`config.mk`:
```
export PLATFORM = sky130hd
export DESIGN_NAME = cmdprog_engine
export DESIGN_NICKNAME = d
export VERILOG_FILES = /design/src/rtl/cps_pkg.sv /design/src/rtl/cps_decode.sv /design/src/rtl/cps_next_ptr.sv /design/src/rtl/cmdprog_engine.sv
export SDC_FILE = /design/constraint.sdc
export NUM_CORES = 1
export LEC_CHECK = 0
export BUFFER_PORTS_ARGS = -buffer_cell sky130_fd_sc_hd__buf_2
export CAP_MARGIN = 5
export CORE_MARGIN = 4
export CORE_UTILIZATION = 29
export DETAILED_ROUTE_END_ITERATION = 10
export PLACE_DENSITY = 0.54
export SLEW_MARGIN = 20
export SYNTH_ARGS = -nofsm -noshare
export SYNTH_HDL_FRONTEND = slang
export SYNTH_SLANG_ARGS = --single-unit
```
`constraint.sdc`:
```
create_clock -name clk -period 6.5 [get_ports clk]
set_input_delay 1.3 -clock clk [delete_from_list [all_inputs] [get_ports clk]]
set_output_delay 1.3 -clock clk [all_outputs]
set_load 0.005 [all_outputs]
```
`src/rtl/cps_pkg.sv`:
```
package cps_pkg;
  localparam int WORD_W = 64;
  localparam int LEN_W  = 16;
  localparam int STRIDE = 8;

  localparam logic [7:0] CMD_WRITE = 8'h01;
  localparam logic [7:0] CMD_READ  = 8'h02;
  localparam logic [7:0] CMD_CTL   = 8'h03;
  localparam logic [7:0] CMD_SENSE = 8'h04;
  localparam logic [7:0] CMD_JUMP  = 8'h08;

  typedef enum logic [2:0] {
    S_IDLE, S_FETCH, S_FWAIT, S_XFER, S_MRD, S_MWAIT, S_NEXT, S_DONE
  } state_e;

  typedef enum logic [1:0] {K_WR, K_RD, K_CTL, K_SNS} kind_e;

  typedef enum logic [1:0] {END_OK = 2'd0, END_BADCMD = 2'd1, END_CANCEL = 2'd2} end_e;

  typedef struct packed {
    logic [7:0]       cmd;
    logic [7:0]       flags;
    logic [31:0]      buf_addr;
    logic [LEN_W-1:0] len;
  } word_t;

  function automatic logic flag_chain(input logic [7:0] f);
    return f[0];
  endfunction

  function automatic logic flag_skip(input logic [7:0] f);
    return f[1];
  endfunction

  function automatic logic [LEN_W-1:0] len_after_byte(input logic [LEN_W-1:0] l);
    return l - 1'b1;
  endfunction
endpackage

```
`src/rtl/cps_decode.sv`:
```
module cps_decode
  import cps_pkg::*;
#(
  parameter int ADDR_W = 16
) (
  input  logic [WORD_W-1:0] word,
  output logic [ADDR_W-1:0] buf_addr,
  output logic [LEN_W-1:0]  len,
  output logic              chain,
  output logic              skip_en,
  output logic              is_jump,
  output logic              is_bad,
  output logic              is_zero,
  output kind_e             kind
);
  word_t w;
  assign w        = word;
  assign buf_addr = w.buf_addr[ADDR_W-1:0];
  assign len      = w.len;
  assign chain    = flag_chain(w.flags);
  assign skip_en  = flag_skip(w.flags);
  assign is_zero  = (w.len == '0);

  always_comb begin
    is_jump = 1'b0;
    is_bad  = 1'b0;
    kind    = K_WR;
    unique case (w.cmd)
      CMD_WRITE: kind = K_WR;
      CMD_READ:  kind = K_RD;
      CMD_CTL:   kind = K_CTL;
      CMD_SENSE: kind = K_SNS;
      CMD_JUMP:  is_jump = 1'b1;
      default:   is_bad = 1'b1;
    endcase
  end
endmodule

```
`src/rtl/cps_next_ptr.sv`:
```
module cps_next_ptr
  import cps_pkg::*;
#(
  parameter int ADDR_W = 16
) (
  input  logic [ADDR_W-1:0] ptr,
  input  logic              skip,
  output logic [ADDR_W-1:0] next
);
  localparam logic [ADDR_W-1:0] STEP1 = ADDR_W'(STRIDE);
  localparam logic [ADDR_W-1:0] STEP2 = ADDR_W'(2 * STRIDE);
  assign next = ptr + (skip ? STEP2 : STEP1);
endmodule

```
`src/rtl/cmdprog_engine.sv`:
```
module cmdprog_engine
  import cps_pkg::*;
#(
  parameter int ADDR_W = 16
) (
  input  logic              clk,
  input  logic              rst_n,
  input  logic              start,
  input  logic [ADDR_W-1:0] start_addr,
  input  logic              cancel,
  output logic              busy,
  output logic              irq,
  output logic [1:0]        done_code,
  output logic [ADDR_W-1:0] rec_addr,
  output logic [15:0]       rec_len,
  output logic              fetch_req,
  output logic [ADDR_W-1:0] fetch_addr,
  input  logic [63:0]       fetch_data,
  output logic              mem_rd,
  output logic              mem_wr,
  output logic [ADDR_W-1:0] mem_addr,
  output logic [7:0]        mem_wdata,
  input  logic [7:0]        mem_rdata,
  output logic              dev_out_valid,
  output logic [7:0]        dev_out_data,
  output logic              dev_in_pop,
  input  logic [7:0]        dev_in_data,
  output logic              ctl_out_valid,
  output logic [7:0]        ctl_out_data,
  output logic              ctl_in_pop,
  input  logic [7:0]        ctl_in_data,
  input  logic              ctl_cond
);
  state_e            st;
  kind_e             cur_kind;
  logic              cur_chain, cur_skip_en;
  logic [ADDR_W-1:0] ptr;
  logic [ADDR_W-1:0] cur_addr;
  logic [LEN_W-1:0]  cur_len;
  logic [1:0]        code_q;

  // decoded view of the fetched word
  logic [ADDR_W-1:0] d_addr;
  logic [LEN_W-1:0]  d_len;
  logic              d_chain, d_skip, d_jump, d_bad, d_zero;
  kind_e             d_kind;

  cps_decode #(.ADDR_W(ADDR_W)) u_dec (
    .word     (fetch_data),
    .buf_addr (d_addr),
    .len      (d_len),
    .chain    (d_chain),
    .skip_en  (d_skip),
    .is_jump  (d_jump),
    .is_bad   (d_bad),
    .is_zero  (d_zero),
    .kind     (d_kind)
  );

  logic              take_skip;
  logic [ADDR_W-1:0] ptr_next;
  assign take_skip = (cur_kind == K_SNS) && cur_skip_en && ctl_cond;

  cps_next_ptr #(.ADDR_W(ADDR_W)) u_nxt (
    .ptr  (ptr),
    .skip (take_skip),
    .next (ptr_next)
  );

  // named events for the checker
  logic ev_byte, last_byte, cancel_hit, to_port;
  assign ev_byte    = (st == S_XFER) || (st == S_MWAIT);
  assign last_byte  = (cur_len == LEN_W'(1));
  assign to_port    = (d_kind == K_WR) || (d_kind == K_CTL);
  assign cancel_hit = cancel && (st == S_FETCH || st == S_FWAIT || st == S_XFER ||
                                 st == S_MWAIT || st == S_NEXT);

  always_ff @(posedge clk or negedge rst_n) begin
    if (!rst_n) begin
      st          <= S_IDLE;
      ptr         <= '0;
      cur_addr    <= '0;
      cur_len     <= '0;
      cur_kind    <= K_WR;
      cur_chain   <= 1'b0;
      cur_skip_en <= 1'b0;
      code_q      <= END_OK;
    end else begin
      unique case (st)
        S_IDLE: if (start) begin
          ptr <= start_addr;
          st  <= S_FETCH;
        end
        S_FETCH: begin
          if (cancel) begin
            code_q <= END_CANCEL;
            st     <= S_DONE;
          end else begin
            st <= S_FWAIT;
          end
        end
        S_FWAIT: begin
          if (cancel) begin
            code_q <= END_CANCEL;
            st     <= S_DONE;
          end else if (d_bad) begin
            code_q <= END_BADCMD;
            st     <= S_DONE;
          end else if (d_jump) begin
            ptr <= d_addr;
            st  <= S_FETCH;
          end else begin
            cur_addr    <= d_addr;
            cur_len     <= d_len;
            cur_kind    <= d_kind;
            cur_chain   <= d_chain;
            cur_skip_en <= d_skip;
            if (d_zero)       st <= S_NEXT;
            else if (to_port) st <= S_MRD;
            else              st <= S_XFER;
          end
        end
        S_XFER: begin
          cur_addr <= cur_addr + 1'b1;
          cur_len  <= len_after_byte(cur_len);
          if (cancel) begin
            code_q <= END_CANCEL;
            st     <= S_DONE;
          end else if (last_byte) begin
            st <= S_NEXT;
          end
        end
        S_MRD: st <= S_MWAIT;
        S_MWAIT: begin
          cur_addr <= cur_addr + 1'b1;
          cur_len  <= len_after_byte(cur_len);
          if (cancel) begin
            code_q <= END_CANCEL;
            st     <= S_DONE;
          end else if (last_byte) begin
            st <= S_NEXT;
          end else begin
            st <= S_MRD;
          end
        end
        S_NEXT: begin
          if (cancel) begin
            code_q <= END_CANCEL;
            st     <= S_DONE;
          end else if (!cur_chain) begin
            code_q <= END_OK;
            st     <= S_DONE;
          end else begin
            ptr <= ptr_next;
            st  <= S_FETCH;
          end
        end
        S_DONE: st <= S_IDLE;
        default: st <= S_IDLE;
      endcase
    end
  end

  assign busy       = (st != S_IDLE);
  assign irq        = (st == S_DONE);
  assign done_code  = code_q;
  assign rec_addr   = cur_addr;
  assign rec_len    = cur_len;

  assign fetch_req  = (st == S_FETCH);
  assign fetch_addr = ptr;

  assign mem_rd     = (st == S_MRD);
  assign mem_wr     = (st == S_XFER);
  assign mem_addr   = cur_addr;
  assign mem_wdata  = (cur_kind == K_RD) ? dev_in_data : ctl_in_data;

  assign dev_in_pop = (st == S_XFER) && (cur_kind == K_RD);
  assign ctl_in_pop = (st == S_XFER) && (cur_kind == K_SNS);

  assign dev_out_valid = (st == S_MWAIT) && (cur_kind == K_WR);
  assign ctl_out_valid = (st == S_MWAIT) && (cur_kind == K_CTL);
  assign dev_out_data  = mem_rdata;
  assign ctl_out_data  = mem_rdata;
endmodule

```
==> results of run 1 <==
-- cells by family after synthesis --
kind of cell             after synthesis
flip-flops                            57
AND/OR/NAND/NOR                      209
multiplexers                          12
buffers and inverters                 74
XOR/XNOR                               5
AO/OA/AOI/OAI                        141
adder cells (fa/ha/maj)                6
-- synthesized netlist by cell type (9+ instances only) --
library cell   n
nor2_1        55
a211oi_1      10
inv_1         13
nor3_1        25
mux2_2         9
nor4_1        11
and3_1         9
nand2_1       49
dfrtp_1       57
a21oi_1       30
clkbuf_1      23
o21ai_0       33
nand3_1       15
buf_4         32
-- area by class of cell --
| type | count | area, sq um |
|---|---|---|
| Inverter | 13 | 48.8 |
| Multi-Input combinational cell | 373 | 2240 |
| Timing Repair Buffer | 164 | 828 |
| Tap cell | 180 | 225 |
| Fill cell | 1433 | 8760 |
| Clock buffer | 14 | 284 |
| Clock inverter | 2 | 10.0 |
| Sequential cell | 57 | 1430 |
-- flip-flops by register name, summed over array words and instances, names as in the netlist --
name / flops
cur_chain: 1
cur_skip_en: 1
fetch_addr: 16
cur_kind: 2
mem_addr: 16
rec_len: 16
done_code: 2
st: 3
-- tightest hold or removal path, stage by stage (launching register included) --
cell and delay, ns:
dfrtp_1 0.36, nand2_1 0.06, nand2_1 0.05
-- power by group through the flow --
stage               combinational, uW  clock [uW]  sequential (uW)
finish                            900         463              657
global placement                  886           0              653
global route                     1020         490              690
detailed placement                903           0              663
floorplan                         665           0              583
CTS                               907         477              659
-- metal layers --
metal | vias to the layer above | routed length (microns)
met1 | 2064 | 6430
met4 | 0 | 184
met2 | 160 | 6610
met3 | 18 | 916
met5 | - | 0
li1 | 2069 | -
-- worst max-delay path by stage --
stage / start / to / slack (ns) / cells past startpoint
3_3_place_gp: fetch_data[61] / rec_len[9] / 2.84 / 6
3_5_place_dp: fetch_data[61] / rec_len[9] / 2.78 / 6
2_1_floorplan: fetch_data[57] / fetch_addr[10] / 3.37 / 7
6_report: fetch_data[61] / rec_len[9] / 3.11 / 6
4_1_cts: fetch_data[61] / rec_len[9] / 3.09 / 6
5_1_grt: fetch_data[61] / rec_len[9] / 2.94 / 6
-- through the flow --
step	hold slack, ns	std cells	cell area [sq um]	worst slack, ns
floorplan	0.439	504	4070	3.37
global placement	0.476	787	4770	2.84
detailed placement	0.484	787	4770	2.78
CTS	0.496	803	5070	3.09
global route	0.517	803	5070	2.94
finish	0.493	803	5070	3.11
==> impl_metrics.csv, run 1 <==
group,metric,value,unit
run_status,status,"finished, final reports clean",
cts,cts_made_buffers,9,
sta,period_minus_slack,3.39,ns
critical_path,setup.worst_path.class,"primary input to flip-flop",
global_route,grt_first_pass_wirelength,22800,microns
synth,yosys.area.top_type,"dfrtp_1",
sta,tightestPinTransition,0.920,ns
global_route,antenna_found_initial,0,
sta,tns,0,ns
cts,h_tree_depth_reported_by_cts,3,
power,net_switching_share_of_the_total_power,43.9,%
synth,synth_cells,504,
critical_path,critical_path.reg2reg.endpoint,"mem_addr[13]",
final_layout,insertedDiodeCount,0,
route,detail_route.iter0.violations,304,
critical_path,worst_path_dominant_cell_family,"simple AND/OR/NAND/NOR gates",
cts,ctsRootBufferMaster,"clkbuf_16",
synth,yosys_register_bits,57,
synth,synth.yosys.warnings,0,
synth,ys_types,66,
synth,seq_area_frac_synth,35.0,%
global_route,grt-ovfl-total,0,
final_layout,final_net_count,733,
sta,maxSlewHeadroom,38.7,%
route,detail_route.vias_per_cell,5.37,
flow_run,cap_viol_max_count,0,
power,finalPower,2020,uW
route,postRouteWirelength,14100,microns
global_route,grt_util_met1,24.6,%
critical_path,worstSetupEndpointType,"flip-flop",
route,drcViolationCount,0,
sta,fin_worst_skew,0.00492,ns
power,power.leakage,0.00223,uW
placed_design,dp_hpwl,10500,microns
global_route,grt_met2_use,27.5,%
synth,adder_and_majority_cell_fraction_of_the_synthesized_area,2.03,%
cts,cts.clk_slew.worst_paths,0.05,ns
synth,ys.flop_type,"dfrtp_1",
die,die_extent_in_y,126,microns
critical_path,timing.critical_path.buf_inv,1,
synth,synth-edff-count,0,
critical_path,crit_required,6.75,ns
final_layout,layout-drive-gt1-share,31.5,%
global_route,grt_start_max_net_pins,58,
cts,tritoncts_clock_tree,"built",
sta,min_period_over_period,52.1,%
sta,rsz_0062_raised_after_global_routing,"false",
power,power_frac_seq,32.5,%
die,rows,43,
sta,final-setup-viol-count,0,
min_path,holdCritPathClass,"flip-flop to flip-flop",
die,die_width,126,microns
power,p_int,1130,uW
die,die_area,0.0160,sq mm
cts,post_cts.resized_instances,0,
final_layout,final_core_utilization,36.6,%
final_layout,layout_common_cells,"buf_2, dfrtp_1, nor2_1",
synth,syn_avg_cell_area,8.08,sq um
die,initial_utilization,29.4,%
synth,postSynthNetCount,619,
sta,final_max_slew_viol_count,0,
min_path,worstHoldStart,"cur_skip_en",
critical_path,worst-r2r-setup-slack,3.47,ns
cts,clock-sinks,57,
sta,clock.fmax,295,MHz
synth,synth_compound_area_share,22.9,%
power,p_per_area,399,mW/mm^2
power,p_switching,886,uW
cts,clockBufferDepth,2,
synth,async_flop_share,100,%
critical_path,worst_setup_start_kind,"primary input",
cts,clock_insertion_delay_at_the_later_pin_of_the_skew_report,0.33,ns
route,drt-wirelength-per-cell,17.6,microns
min_path,timing.hold.worst_path_depth,2,
critical_path,beginning_of_the_worst_register_to_register_path,"st[2]",
synth,synth_top_family_by_area,"simple AND/OR/NAND/NOR gates",
route,antenna_left,0,
sta,report.final.hold_viol_count,0,
power,p_comb_share,44.6,%
critical_path,critical_path_top_delay_cell,"o2111a_1",
die,floorplan.io_pins,208,
power,vdd_drop_max,0.153,mV
synth,post_synth_xor_area_fraction,1.08,%
synth,most_area_consuming_cells_after_synthesis,"dfrtp_1, buf_4, nor2_1",
critical_path,critical-path-max-stage-delay,0.75,ns
min_path,min_delay_worst_endpoint,"cur_skip_en",
placed_design,port_buffers,161,
critical_path,critPathMaxFanout,14,
die,core-area,0.0138,sq mm
synth,summed_instance_area_of_the_synthesized_netlist,0.00407,sq mm
global_route,via_count_of_the_first_global_routing_pass,4198,
global_route,use_met3,4.08,%
global_route,globalRouteTotalUtil,17.6,%
synth,post_synth_mux_area_share,3.23,%
synth,post_synthesis_simple_gate_area_fraction,25.8,%
final_layout,most_common_cell_after_layout_fill_and_taps_aside,"buf_2",
route,drt_first_pass_iters,5,
power,clkPwrFrac,22.9,%
critical_path,worst-endpoint-arrival,3.64,ns
global_route,grt_most_used_layer,"met2",
placed_design,gp_routability_congestion,0.839,
critical_path,crit_chain,"buf_2 > nor4_1 > o2111a_1 > nor2_1 > or3_1 > a21oi_1",
critical_path,reg2reg_depth,5,
cts,cts.hold.buffers_added,0,
final_layout,area_delta_synth_final,24.5,%
cts,cts_setup_buffers,0,
synth,synth_top_area_share,35.0,%
route,route.vias.total,4311,
Power figures use the tool's default switching activity.
==> inputs of run 2 (changes only) <==
--- a/config.mk
+++ b/config.mk
@@ -10,7 +10,7 @@
 export CORE_MARGIN = 4
 export CORE_UTILIZATION = 29
 export DETAILED_ROUTE_END_ITERATION = 10
-export PLACE_DENSITY = 0.54
+export PLACE_DENSITY = 0.56
 export SLEW_MARGIN = 20
 export SYNTH_ARGS = -nofsm -noshare
 export SYNTH_HDL_FRONTEND = slang
==> constraint.sdc (replaced) <==
create_clock -name clk -period 2.8 [get_ports clk]
set_input_delay 0.56 -clock clk [delete_from_list [all_inputs] [get_ports clk]]
set_output_delay 0.56 -clock clk [all_outputs]
set_load 0.005 [all_outputs]
==> impl_metrics.csv, run 2 (same netlist as run 1, synthesis figures left out) <==
group,metric,value,unit
run_status,status,"finished, final reports clean",
critical_path,critical_path_top_delay_cell,"dfrtp_1",
cts,cts.hold.buffers_added,0,
sta,fin_worst_skew,0.00873,ns
route,route.vias.total,4378,
critical_path,critPathMaxFanout,15,
power,power.leakage,0.00229,uW
die,floorplan.io_pins,208,
critical_path,critical_path.reg2reg.endpoint,"fetch_addr[15]",
power,p_per_area,934,mW/mm^2
min_path,holdCritPathClass,"primary input to asynchronous set/reset pin",
global_route,antenna_found_initial,0,
cts,clock-sinks,57,
sta,clock.fmax,410,MHz
sta,min_period_over_period,87.2,%
sta,rsz_0062_raised_after_global_routing,"false",
cts,clockBufferDepth,2,
die,die_extent_in_y,126,microns
cts,h_tree_depth_reported_by_cts,3,
sta,maxSlewHeadroom,51.3,%
global_route,grt_start_max_net_pins,40,
route,postRouteWirelength,14200,microns
placed_design,dp_hpwl,10800,microns
critical_path,crit_required,2.24,ns
route,drt_first_pass_iters,5,
sta,tns,0,ns
critical_path,reg2reg_depth,9,
cts,cts_setup_buffers,0,
sta,final_max_slew_viol_count,0,
cts,tritoncts_clock_tree,"built",
final_layout,layout.filler_cells,1435,
final_layout,layout_common_cells,"buf_2, dfrtp_1, nor2_1",
global_route,globalRouteTotalUtil,17.7,%
die,core-area,0.0138,sq mm
critical_path,worst_setup_start_kind,"flip-flop",
route,antenna_left,0,
critical_path,timing.critical_path.buf_inv,2,
sta,final-setup-viol-count,0,
sta,tightestPinTransition,0.728,ns
route,drcViolationCount,0,
placed_design,port_buffers,161,
cts,cts_made_buffers,9,
route,detail_route.vias_per_cell,5.35,
cts,post_cts.resized_instances,0,
cts,cts.clk_slew.worst_paths,0.05,ns
critical_path,beginning_of_the_worst_register_to_register_path,"cur_kind[1]",
global_route,grt_first_pass_wirelength,22800,microns
placed_design,gp_routability_congestion,0.871,
cts,ctsRootBufferMaster,"clkbuf_16",
cts,clock_insertion_delay_at_the_later_pin_of_the_skew_report,0.33,ns
critical_path,setup.worst_path.class,"flip-flop to output port",
global_route,via_count_of_the_first_global_routing_pass,4213,
critical_path,critical-path-max-stage-delay,0.60,ns
die,die_width,126,microns
die,initial_utilization,29.4,%
final_layout,final_net_count,748,
route,drt-wirelength-per-cell,17.4,microns
final_layout,insertedDiodeCount,0,
critical_path,worstSetupEndpointType,"output port",
power,finalPower,4850,uW
global_route,grt-ovfl-total,0,
critical_path,worst-r2r-setup-slack,0.38,ns
final_layout,most_common_cell_after_layout_fill_and_taps_aside,"buf_2",
die,rows,43,
critical_path,worst_path_dominant_cell_family,"flip-flops",
final_layout,layout-drive-gt1-share,33.1,%
flow_run,cap_viol_max_count,0,
power,vdd_drop_max,0.330,mV
sta,report.final.hold_viol_count,0,
die,die_area,0.0160,sq mm
sta,period_minus_slack,2.44,ns
critical_path,crit_chain,"buf_4 > nor2b_1 > nor4bb_1 > buf_2",
final_layout,area_delta_synth_final,27.6,%
route,detail_route.iter0.violations,316,
critical_path,worst-endpoint-arrival,1.88,ns
==> run 2: changes by cell type in the layout (fill, tap and decap cells not counted), sizes merged <==
cell      delta
bufinv       +1
clkbuf       -3
buf         +15
clkinvlp     +2
==> run 2: layer usage <==
layer,up-vias,global-route usage [%],share of wire [%]
met2,156,27.9,46
met3,24,3.66,6.9
met1,2105,24.2,46
met5,-,0,0
met4,0,6.06,1.8
li1,2093,-,-
==> run 2: how the worst max path moves through the flow <==
| stage | depth (start not counted) | from | to |
|---|---|---|---|
| 2_1_floorplan | 7 | fetch_data[57] | fetch_addr[10] |
| 3_3_place_gp | 6 | fetch_data[58] | fetch_addr[4] |
| 3_5_place_dp | 6 | fetch_data[58] | fetch_addr[4] |
| 4_1_cts | 4 | st[0] | dev_out_valid |
| 5_1_grt | 4 | st[0] | dev_out_valid |
| 6_report | 4 | st[0] | dev_out_valid |
==> run 2: final cells by class <==
cell class	instances	area, sq um	area share [%]
Clock buffer	11	243	4.67
Clock inverter	5	55.1	1.06
Inverter	13	48.8	0.939
Multi-Input combinational cell	373	2240	43.2
Sequential cell	57	1430	27.5
Tap cell	180	225	4.33
Timing Repair Buffer	179	953	18.3
==> run 2: metrics by stage <==
| step | utilization, % | area [sq um] | instances | hold WS, ns | setup WS [ns] |
|---|---|---|---|---|---|
| final | 37.6 | 5200 | 818 | 0.274 | 0.358 |
| after global routing | 37.6 | 5200 | 818 | 0.325 | 0.228 |
| after CTS | 37.6 | 5200 | 818 | 0.290 | 0.336 |
| after detailed placement | 35.4 | 4900 | 802 | 0.490 | 0.130 |
| after global placement | 35.4 | 4900 | 802 | 0.473 | 0.163 |
| after floorplan | - | 4070 | 504 | 0.264 | 0.410 |
==> run 2: power by group <==
group | internal, uW | switching, uW | total, uW
sequential | 1080 | 385 | 1460
clock | 709 | 400 | 1110
combinational | 965 | 1310 | 2280
total | 2750 | 2100 | 4850
